`config.mk`:
```
export PLATFORM = sky130hd
export DESIGN_NAME = victim_selector
export DESIGN_NICKNAME = d
export VERILOG_FILES = /design/src/rtl/vsel_pkg.sv /design/src/rtl/vsel_lfsr.sv /design/src/rtl/vsel_set_state.sv /design/src/rtl/vsel_pick.sv /design/src/rtl/vsel_ctrl.sv /design/src/rtl/victim_selector.sv
export SDC_FILE = /design/constraint.sdc
export NUM_CORES = 1
export LEC_CHECK = 0
export ABC_AREA = 1
export BUFFER_PORTS_ARGS = -buffer_cell sky130_fd_sc_hd__buf_2
export CAP_MARGIN = 20
export CORE_ASPECT_RATIO = 1.25
export CORE_UTILIZATION = 65
export DETAILED_ROUTE_END_ITERATION = 7
export PLACE_DENSITY_LB_ADDON = 0.15
export SLEW_MARGIN = 10
export SYNTH_ARGS = -nofsm -noshare
export SYNTH_HDL_FRONTEND = slang
export SYNTH_SLANG_ARGS = --single-unit
```
`constraint.sdc`:
```
create_clock -name clk -period 12.4 [get_ports clk]
set_input_delay 0.62 -clock clk [delete_from_list [all_inputs] [get_ports clk]]
set_output_delay 0.62 -clock clk [all_outputs]
set_load 0.1 [all_outputs]
```
`src/rtl/vsel_pkg.sv`:
```
package vsel_pkg;

    localparam int NUM_WAYS = 4;
    localparam int WAY_W    = $clog2(NUM_WAYS);
    localparam int CNT_W    = 3;
    localparam int LFSR_W   = 16;

    typedef enum logic [2:0] {
        POL_LRU2  = 3'd0,
        POL_PLRU4 = 3'd1,
        POL_FIFO  = 3'd2,
        POL_LFU   = 3'd3,
        POL_RAND  = 3'd4
    } policy_e;

    typedef struct packed {
        logic [1:0]                       use_bits;
        logic                             tree_root;
        logic [1:0]                       tree_pair;
        logic [WAY_W-1:0]                 fifo_ptr;
        logic [NUM_WAYS-1:0][CNT_W-1:0]   cnt;
    } repl_state_t;

    function automatic repl_state_t apply_access(
        input repl_state_t     s,
        input logic [WAY_W-1:0] w,
        input logic            fill
    );
        repl_state_t r;
        r = s;
        if (!w[1]) begin
            r.use_bits = w[0] ? 2'b10 : 2'b01;
        end
        r.tree_root        = ~w[1];
        r.tree_pair[w[1]]  = ~w[0];
        if (fill) begin
            r.fifo_ptr = s.fifo_ptr + 1'b1;
            r.cnt[w]   = CNT_W'(1);
        end else if (s.cnt[w] != {CNT_W{1'b1}}) begin
            r.cnt[w] = s.cnt[w] + 1'b1;
        end
        return r;
    endfunction

endpackage

```
`src/rtl/vsel_lfsr.sv`:
```
module vsel_lfsr
    import vsel_pkg::*;
#(
    parameter logic [LFSR_W-1:0] SEED = 16'hACE1
) (
    input  logic             clk,
    input  logic             rst,
    output logic [WAY_W-1:0] rand_way
);
    logic [LFSR_W-1:0] lfsr_q;
    logic              feedback;

    assign feedback = lfsr_q[15] ^ lfsr_q[13] ^ lfsr_q[12] ^ lfsr_q[10];

    always_ff @(posedge clk) begin
        if (rst) begin
            lfsr_q <= SEED;
        end else begin
            lfsr_q <= {lfsr_q[LFSR_W-2:0], feedback};
        end
    end

    assign rand_way = lfsr_q[WAY_W-1:0];

    // the shift register never locks up in the all-zero state
    a_r7_lfsr_nonzero: assert property (@(posedge clk) disable iff (rst)
        lfsr_q != '0);

endmodule

```
`src/rtl/vsel_set_state.sv`:
```
module vsel_set_state
    import vsel_pkg::*;
#(
    parameter int NUM_SETS = 16,
    localparam int SET_W   = $clog2(NUM_SETS)
) (
    input  logic             clk,
    input  logic             rst,
    input  logic             acc_valid,
    input  logic             acc_fill,
    input  logic [SET_W-1:0] acc_set,
    input  logic [WAY_W-1:0] acc_way,
    input  logic [SET_W-1:0] rep_set,
    output repl_state_t      rep_view
);
    repl_state_t table_q [NUM_SETS];
    repl_state_t acc_next;

    assign acc_next = apply_access(table_q[acc_set], acc_way, acc_fill);

    always_ff @(posedge clk) begin
        if (rst) begin
            for (int i = 0; i < NUM_SETS; i++) begin
                table_q[i] <= '0;
            end
        end else if (acc_valid) begin
            table_q[acc_set] <= acc_next;
        end
    end

    // same-set access forwarded so the victim sees the post-access state
    always_comb begin
        if (acc_valid && (acc_set == rep_set)) begin
            rep_view = acc_next;
        end else begin
            rep_view = table_q[rep_set];
        end
    end

    for (genvar s = 0; s < NUM_SETS; s++) begin : g_set_chk
        // a set's FIFO pointer only moves on a fill to that set
        a_r5_ptr_fill_only: assert property (@(posedge clk) disable iff (rst)
            !(acc_valid && acc_fill && (acc_set == SET_W'(s)))
            |=> $stable(table_q[s].fifo_ptr));
        // after a hit the referenced line's count is nonzero
        a_r6_hit_counts: assert property (@(posedge clk) disable iff (rst)
            (acc_valid && !acc_fill && (acc_set == SET_W'(s)))
            |=> table_q[s].cnt[$past(acc_way)] != '0);
        // a set untouched by any access keeps all of its state
        a_r10_set_isolated: assert property (@(posedge clk) disable iff (rst)
            !(acc_valid && (acc_set == SET_W'(s)))
            |=> $stable(table_q[s]));
    end

endmodule

```
`src/rtl/vsel_pick.sv`:
```
module vsel_pick
    import vsel_pkg::*;
(
    input  logic [2:0]       policy_sel,
    input  repl_state_t      st,
    input  logic [WAY_W-1:0] rand_way,
    output logic [WAY_W-1:0] way
);
    logic [WAY_W-1:0] lfu_way;

    always_comb begin
        lfu_way = '0;
        for (int i = 1; i < NUM_WAYS; i++) begin
            if (st.cnt[i] < st.cnt[lfu_way]) begin
                lfu_way = WAY_W'(i);
            end
        end
    end

    always_comb begin
        case (policy_sel)
            POL_LRU2:  way = st.use_bits[0] ? WAY_W'(1) : WAY_W'(0);
            POL_PLRU4: way = {st.tree_root, st.tree_pair[st.tree_root]};
            POL_FIFO:  way = st.fifo_ptr;
            POL_LFU:   way = lfu_way;
            POL_RAND:  way = rand_way;
            default:   way = '0;
        endcase
    end

endmodule

```
`src/rtl/vsel_ctrl.sv`:
```
module vsel_ctrl
    import vsel_pkg::*;
(
    input  logic             clk,
    input  logic             rst,
    input  logic             rep_req,
    input  logic [WAY_W-1:0] way_d,
    output logic             victim_valid,
    output logic [WAY_W-1:0] victim_way
);
    typedef enum logic {
        CTRL_IDLE   = 1'b0,
        CTRL_REPORT = 1'b1
    } ctrl_e;

    ctrl_e            state_q, state_d;
    logic [WAY_W-1:0] way_q;

    always_comb begin
        state_d = state_q;
        unique case (state_q)
            CTRL_IDLE:   if (rep_req)  state_d = CTRL_REPORT;
            CTRL_REPORT: if (!rep_req) state_d = CTRL_IDLE;
            default:     state_d = CTRL_IDLE;
        endcase
    end

    always_ff @(posedge clk) begin
        if (rst) begin
            state_q <= CTRL_IDLE;
        end else begin
            state_q <= state_d;
        end
    end

    always_ff @(posedge clk) begin
        if (rst) begin
            way_q <= '0;
        end else if (rep_req) begin
            way_q <= way_d;
        end
    end

    always_comb begin
        victim_valid = (state_q == CTRL_REPORT);
        victim_way   = way_q;
    end

    // a request is answered on the following cycle
    a_r1_valid_after_req: assert property (@(posedge clk) disable iff (rst)
        rep_req |=> victim_valid);
    // no answer without a request
    a_r1_no_stale_valid: assert property (@(posedge clk) disable iff (rst)
        !rep_req |=> !victim_valid);

endmodule

```
`src/rtl/victim_selector.sv`:
```
module victim_selector
    import vsel_pkg::*;
#(
    parameter int NUM_SETS          = 16,
    parameter logic [15:0] LFSR_SEED = 16'hACE1,
    localparam int SET_W            = $clog2(NUM_SETS)
) (
    input  logic             clk,
    input  logic             rst,
    input  logic [2:0]       policy_sel,
    input  logic             acc_valid,
    input  logic             acc_fill,
    input  logic [SET_W-1:0] acc_set,
    input  logic [1:0]       acc_way,
    input  logic             rep_req,
    input  logic [SET_W-1:0] rep_set,
    output logic             victim_valid,
    output logic [1:0]       victim_way
);
    repl_state_t      rep_view;
    logic [WAY_W-1:0] rand_way;
    logic [WAY_W-1:0] pick_way;

    vsel_set_state #(.NUM_SETS(NUM_SETS)) u_state (
        .clk       (clk),
        .rst       (rst),
        .acc_valid (acc_valid),
        .acc_fill  (acc_fill),
        .acc_set   (acc_set),
        .acc_way   (acc_way),
        .rep_set   (rep_set),
        .rep_view  (rep_view)
    );

    vsel_lfsr #(.SEED(LFSR_SEED)) u_lfsr (
        .clk      (clk),
        .rst      (rst),
        .rand_way (rand_way)
    );

    vsel_pick u_pick (
        .policy_sel (policy_sel),
        .st         (rep_view),
        .rand_way   (rand_way),
        .way        (pick_way)
    );

    vsel_ctrl u_ctrl (
        .clk          (clk),
        .rst          (rst),
        .rep_req      (rep_req),
        .way_d        (pick_way),
        .victim_valid (victim_valid),
        .victim_way   (victim_way)
    );

    // two-way LRU only ever names way 0 or way 1
    a_r3_lru2_low_pair: assert property (@(posedge clk) disable iff (rst)
        (victim_valid && ($past(policy_sel) == POL_LRU2)) |-> (victim_way < 2'd2));
    // unassigned policy codes answer way 0
    a_r2_unknown_way0: assert property (@(posedge clk) disable iff (rst)
        (victim_valid && ($past(policy_sel) > 3'd4)) |-> (victim_way == 2'd0));

endmodule

```
# [After elaboration in Yosys (flattened, before gate mapping)]
# Memory sizes are Yosys's and may differ from the RTL's.
# Cells that the tools add are included.
[op_classes] n_mul=0 n_div=0 bitwise=8 n_mux=34 addsub=2 n_reduce_logical=5 n_shift=0 n_eq_ne=6 n_lt_le_gt_ge=10
[op_table] operator="2-to-1 mux 12 bit" n=2
[op_table] operator="2-to-1 mux 19 bit" n=1
[op_table] operator="OR reduction 19 bit" n=1
[op_table] operator="binary-select mux 3 bit (select 2 bit)" n=3
[op_table] operator="2-to-1 mux 18 bit" n=1
[op_table] operator="bitwise mux 12 bit" n=1
[op_table] operator="2-to-1 mux 1 bit" n=12
[op_table] operator="2-to-1 mux 3 bit" n=4
[op_table] operator="2-to-1 mux 2 bit" n=5
[op_table] operator="one-hot mux 2 bit (5 select lines)" n=1
[op_table] operator="less-than comparator 3 bit" n=3
[op_table] operator="bitwise AND 8 bit" n=1
[op_table] operator="NOT 8 bit" n=1
[op_table] operator="demux 3 bit (select 2 bit)" n=1
[op_table] operator="equality test 3 x 2 -> 1 bit, second input constant" n=2
[op_table] operator="less-than comparator 2 x 3 -> 1 bit, second input constant" n=2
[op_table] operator="equality test 4 bit" n=1
[op_table] operator="less-than comparator 1 x 2 -> 1 bit, second input constant" n=2
[op_table] operator="2-to-1 mux 4 bit" n=1
[op_table] operator="OR 4 bit" n=1
[op_table] operator="adder 3 x 1 -> 3 bit, second input constant" n=1
[op_table] operator="equality test 3 x 1 -> 1 bit, second input constant" n=1
[op_table] operator="equality test 3 bit, second input constant" n=1
[op_table] operator="logical AND 1 bit" n=3
[op_table] operator="10 further kinds" n=13
[word_totals] elab_cells=69 latch_bits=0 inputBits=18 out_inout_bits=3 mem_count=1 ramBits=304 regBits=19 rom_bits=0
[mem_list] memory="u_state.table_q" words=16 width=19 read_ports=2 rd_clocked_by_memory_dff=0 wr=16 line_no="vsel_set_state.sv:16" text="repl_state_t table_q [NUM_SETS];"

# [Logic depth before layout (Yosys ltp)]
[logic_depth] ltp_word=19 ltp_mapped=48 ltp_nobuf=46

# [By module]
# Synthesis repeated with hierarchy kept, for this count alone.
[hier_totals] hier_cells=2105 area_unflattened_um2=17917.2
[modules_own_cells] module="vsel_set_state" seq_area_each_um2=9128.8 instances=1 area_each_um2=16913.7 cells_each=1958
[modules_own_cells] module="vsel_lfsr" seq_area_each_um2=320.3 instances=1 area_each_um2=518.0 cells_each=61
[modules_own_cells] module="vsel_pick" seq_area_each_um2=0.0 instances=1 area_each_um2=376.6 cells_each=70
[modules_own_cells] module="vsel_ctrl" seq_area_each_um2=60.1 instances=1 area_each_um2=108.9 cells_each=16

# [Worst setup path before layout]
# No wires, ideal clock.
[synth_timing] path_kind="input -> register" start="input acc_set[0]" end="register u_ctrl.way_q[0] (netlist: u_ctrl.victim_way[0])" path_stages=42 setup_slack_ps=6688 n_path_buf=5 arrival_ps=5645 setup_ps=68 required_time_ps=12332 path_cell_list="buf_4 > buf_4 > buf_2 > nor2_2 > clkbuf_1 > clkbuf_1 > nand2_1 > o21ai_0 > o21ai_0 > nand4_1 > nand2_1 > nand4_1 > ha_1 > ha_1 > inv_1 > nor2_1 > inv_1 > nand2_1 > (+6 left out) > a21oi_1 > nand2_2 > o21ai_0 > ha_1 > nand2_1 > inv_1 > nand2_2 > nand2_2 > nand2_1 > o21ai_0 > ha_1 > a21oi_1 > nand2_1 > nand2_1 > nand2_1 > nand2_1 > nand2_1 > a21oi_2"
[synth_between] elab_chain_len=19 elab_cells_between_ends=31 cone_classes="2 x add/sub; 3 x order compare; 2 x eq/ne; 20 x mux; 2 x bitwise; 1 x reduce/logical; 1 x memory"
[synth_rtl] item="start, declared" line_no="victim_selector.sv:13" text="input logic [SET_W-1:0] acc_set,"
[synth_rtl] item="memory read (16 x 19 bit)"
[synth_rtl] item="binary-select mux 3 bit (select 2 bit)" line_no="vsel_pkg.sv:39, vsel_pkg.sv:40"
[synth_rtl] item="2-to-1 mux 3 bit (implied by the code)" line_no="vsel_pkg.sv:39, vsel_pkg.sv:40"
[synth_rtl] item="adder 3 x 1 -> 3 bit" line_no="vsel_pkg.sv:40" text="r.cnt[w] = s.cnt[w] + 1'b1;"
[synth_rtl] item="bitwise mux 12 bit" line_no="vsel_pkg.sv:40"
[synth_rtl] item="2-to-1 mux 12 bit" line_no="vsel_pkg.sv:39" text="end else if (s.cnt[w] != {CNT_W{1'b1}}) begin"
[synth_rtl] item="2-to-1 mux 12 bit" line_no="vsel_pkg.sv:36" text="if (fill) begin"
[synth_rtl] item="2-to-1 mux 18 bit *" line_no="vsel_set_state.sv:33" text="if (acc_valid && (acc_set == rep_set)) begin"
[synth_rtl] item="(+3 left out)"
[synth_rtl] item="2-to-1 mux 3 bit (implied by the code)" line_no="vsel_pick.sv:14" text="if (st.cnt[i] < st.cnt[lfu_way]) begin"
[synth_rtl] item="less-than comparator 3 bit" line_no="vsel_pick.sv:14"
[synth_rtl] item="2-to-1 mux 2 bit" line_no="vsel_pick.sv:14"
[synth_rtl] item="binary-select mux 3 bit (select 2 bit)" line_no="vsel_pick.sv:14"
[synth_rtl] item="2-to-1 mux 3 bit (implied by the code)" line_no="vsel_pick.sv:14"
[synth_rtl] item="less-than comparator 3 bit" line_no="vsel_pick.sv:14"
[synth_rtl] item="2-to-1 mux 2 bit" line_no="vsel_pick.sv:14"
[synth_rtl] item="one-hot mux 2 bit (5 select lines) *" line_no="vsel_pick.sv:21" text="case (policy_sel)"
[synth_rtl] item="end signal, assigned" line_no="vsel_ctrl.sv:40" text="way_q <= way_d;"
[synth_rtl] item="end, declared" line_no="vsel_ctrl.sv:17" text="logic [WAY_W-1:0] way_q;"
# Mark *: on every way between the ends. The rest lies on a longest branch, timed or not. The select of a mux whose other input is x is not followed.
# A chain may end at the register's enable or synchronous reset.

# [Final worst setup path]
# Ends and elaborated chain as after synthesis.

==> results.yml <==
sta:
  whs_ns: 0.313
  finalCriticalPeriod_ns: 7.19
  finalSetupViolations: 0
  slew_violations: 0
  fmax_mhz: 139
  fin_setup_tns_ns: 0
  maxSlewHeadroom_pct: 22.4
  worstMarginPinSlew_ns: 1.16
  period_share_pct: 58.0
  rsz0062_at_grt: "false"
  hold_viol_final: 0
  fin_skew_ns: 0.0101
final_layout:
  final_net_count: 1959
  fillers: 1949
  seq_area_um2: 9030
  antenna_cells: 0
  layout_common_cells: "nand2_1, nor2_1, edfxtp_1"
  drive_above_1_share_pct: 7.41
  multi_input_area_um2: 6290
  mostFrequentLayoutCell: "nand2_1"
  fin_area_um2: 17900
  area_delta_synth_final_pct: 8.26
  finalNonFillerCells: 2286
global_route:
  grt_antenna_before_repair: 0
  grt_max_degree: 94
  overflow: 0
  grt.total_usage_pct: 44.4
  grt_pass1_vias: 14700
  grt_pass1_wl_um: 83800
synth:
  syn_avg_cell_area_um2: 8.35
  synth_top_area_cell: "edfxtp_1"
  synthCells: 1975
  ys_seq_area_share_pct: 54.7
  ys_seq_elements: 307
  synth_top_area_share_pct: 52.4
  ys.flop_type: "edfxtp_1"
  syn_nets: 2002
  ys_types: 42
  ys_warn_count: 0
  yosys-top-cells-area: "edfxtp_1, nand2_1, nor2_1, o21ai_0, a21oi_1"
  syn_area_um2: 16500
  synth_edf_count: 288
  synthArstFlopShare_pct: 0
worst_hold_path:
  hp-class: "primary input to flip-flop"
  holdPathEnd: "u_ctrl.victim_way[1]$_SDFFE_PP0P_"
  min_path_cells: 3
  min_from: "rep_req"
clock_network:
  worstSkewPairLatency_ns: 0.58
  path_clk_slew_ns: 0.07
  cts_hold_buffers: 0
  cts_tree: "yes"
  cts_resized: 0
  h-tree-depth: 1
  clkSinkCount: 307
  cts_root_buf: "clkbuf_16"
  post_cts_buffers: 0
  cts.path.max_buffers: 3
  numCtsBuffers: 30
floorplanning:
  pin_count: 21
  initial_utilization_pct: 66.9
  rows: 64
  dieArea_um2: 26000
  dieWidth_um: 145
  die_height_um: 180
  core_um2: 24700
drt:
  drc: 0
  viasPerCell: 6.67
  wirelength_um: 57000
  via_count: 15200
  dr.pass1.iters: 6
  drt-wirelength-per-cell_um: 24.9
  drtIter0Drc: 2312
  ant_nets: 0
worst_setup_path:
  worstPathArrival_ns: 7.71
  start_kind: "primary input"
  cp.required_ns: 12.91
  r2r_cells: 31
  timing.rr.start: "u_state.table_q[15][8]$_SDFFCE_PN0P_"
  slowest_stage: "o21ai_0"
  cp_slowest_stage_delay_ns: 0.73
  worstSetupPathType: "primary input to flip-flop"
  cp-end-kind: "flip-flop"
  r2r-end: "u_ctrl.victim_way[0]$_SDFFE_PP0P_"
  crit_fanout: 43
  crit_top_cell: "nand2_1"
  rrSetupSlack_ns: 6.75
power:
  power_density_nw_per_um2: 138
  p_leak_nw: 6.88
  total_power_mw: 2.46
  vdd_ir_drop_max_v: 0.000127
outcome:
  status: "finished clean"
place:
  routabilityCongestion: 1.04
  io_buffers: 20
  dpl_cell_area_um2: 16800
  dpl.hpwl_um: 33700
  dp.cells: 2225
job:
  drv_cap: 0
## per-layer routing
layer / global-route usage (%) / wire length [um]
met1: 54.5 / 18400
met2: 68.3 / 26500
met3: 9.35 / 7530
met4: 34.2 / 4660
met5: 0 / 0
## cells in the mapped netlist (2+ instances only)
cell and number:
a221oi_1 7, buf_1 14, a21oi_2 2, inv_2 7, nor3_1 7, o21ai_0 255
nand4_1 15, clkbuf_1 99, o311ai_0 3, xnor2_1 2, or2_2 7, ha_1 9
a22oi_1 7, nand2_2 7, o22ai_1 5, a21oi_1 136, nand2_1 367, o21ai_1 14
buf_6 2, dfxtp_1 19, clkinv_1 2, buf_2 23, nor2_1 343, xor2_1 3
a31oi_1 10, o221ai_1 4, a32o_1 6, o211ai_1 12, buf_4 4, nand3_1 135
edfxtp_1 288, inv_1 151
## critical path: cells and delay by family
kind | cells | cell delay (ns)
simple gates | 18 | 2.05
buf+inv | 5 | 1.89
compound gates | 8 | 1.98
fa+ha+maj | 4 | 1.16
## sequential cells by signal, indices dropped and copies added (netlist names)
name and flops:
u_lfsr.lfsr_q 16, u_state.table_q 288, u_ctrl.victim_way 2, u_ctrl.victim_valid 1
## per-stage QoR
step	setup slack, ns	util (%)
finish	5.21	72.4
global route	4.68	72.4
CTS	5.63	72.0
detailed placement	5.00	68.1
global placement	5.18	67.9
floorplan	6.69	-
## where the power goes
part	internal, mW	leakage, nW	switching [mW]
sequential	1.18	3.12	0.0185
clock	0.496	0.481	0.405
combinational	0.0886	3.27	0.273
## how the worst max path moves through the flow
stage / startpoint / to / slack (ns) / cells past startpoint
floorplan: acc_set[0] / u_ctrl.victim_way[0]$_SDFFE_PP0P_ / 6.69 / 42
global placement: acc_set[0] / u_ctrl.victim_way[0]$_SDFFE_PP0P_ / 5.18 / 42
detailed placement: acc_set[0] / u_ctrl.victim_way[0]$_SDFFE_PP0P_ / 5.00 / 36
CTS: acc_set[0] / u_ctrl.victim_way[0]$_SDFFE_PP0P_ / 5.63 / 36
global route: acc_set[0] / u_ctrl.victim_way[0]$_SDFFE_PP0P_ / 4.68 / 37
finish: acc_set[0] / u_ctrl.victim_way[0]$_SDFFE_PP0P_ / 5.21 / 35
## final cells by class
type                            count  area share [%]
Clock buffer                       37            4.64
Tap cell                          330            2.31
Timing Repair Buffer               67            3.15
Multi-Input combinational cell   1366            35.2
Sequential cell                   307            50.5
Inverter                          160            3.37
Clock inverter                     19           0.749
## kinds of logic after synthesis
family,Yosys count,share of synthesized area [%]
AND/OR/NAND/NOR,886,21.9
buffers and inverters,302,7.23
AO/OA/AOI/OAI,466,15.2
XOR/XNOR,5,0.265
flip-flops,307,54.7
adder cells (fa/ha/maj),9,0.682
Note: power is estimated with default switching activity, not from simulation.
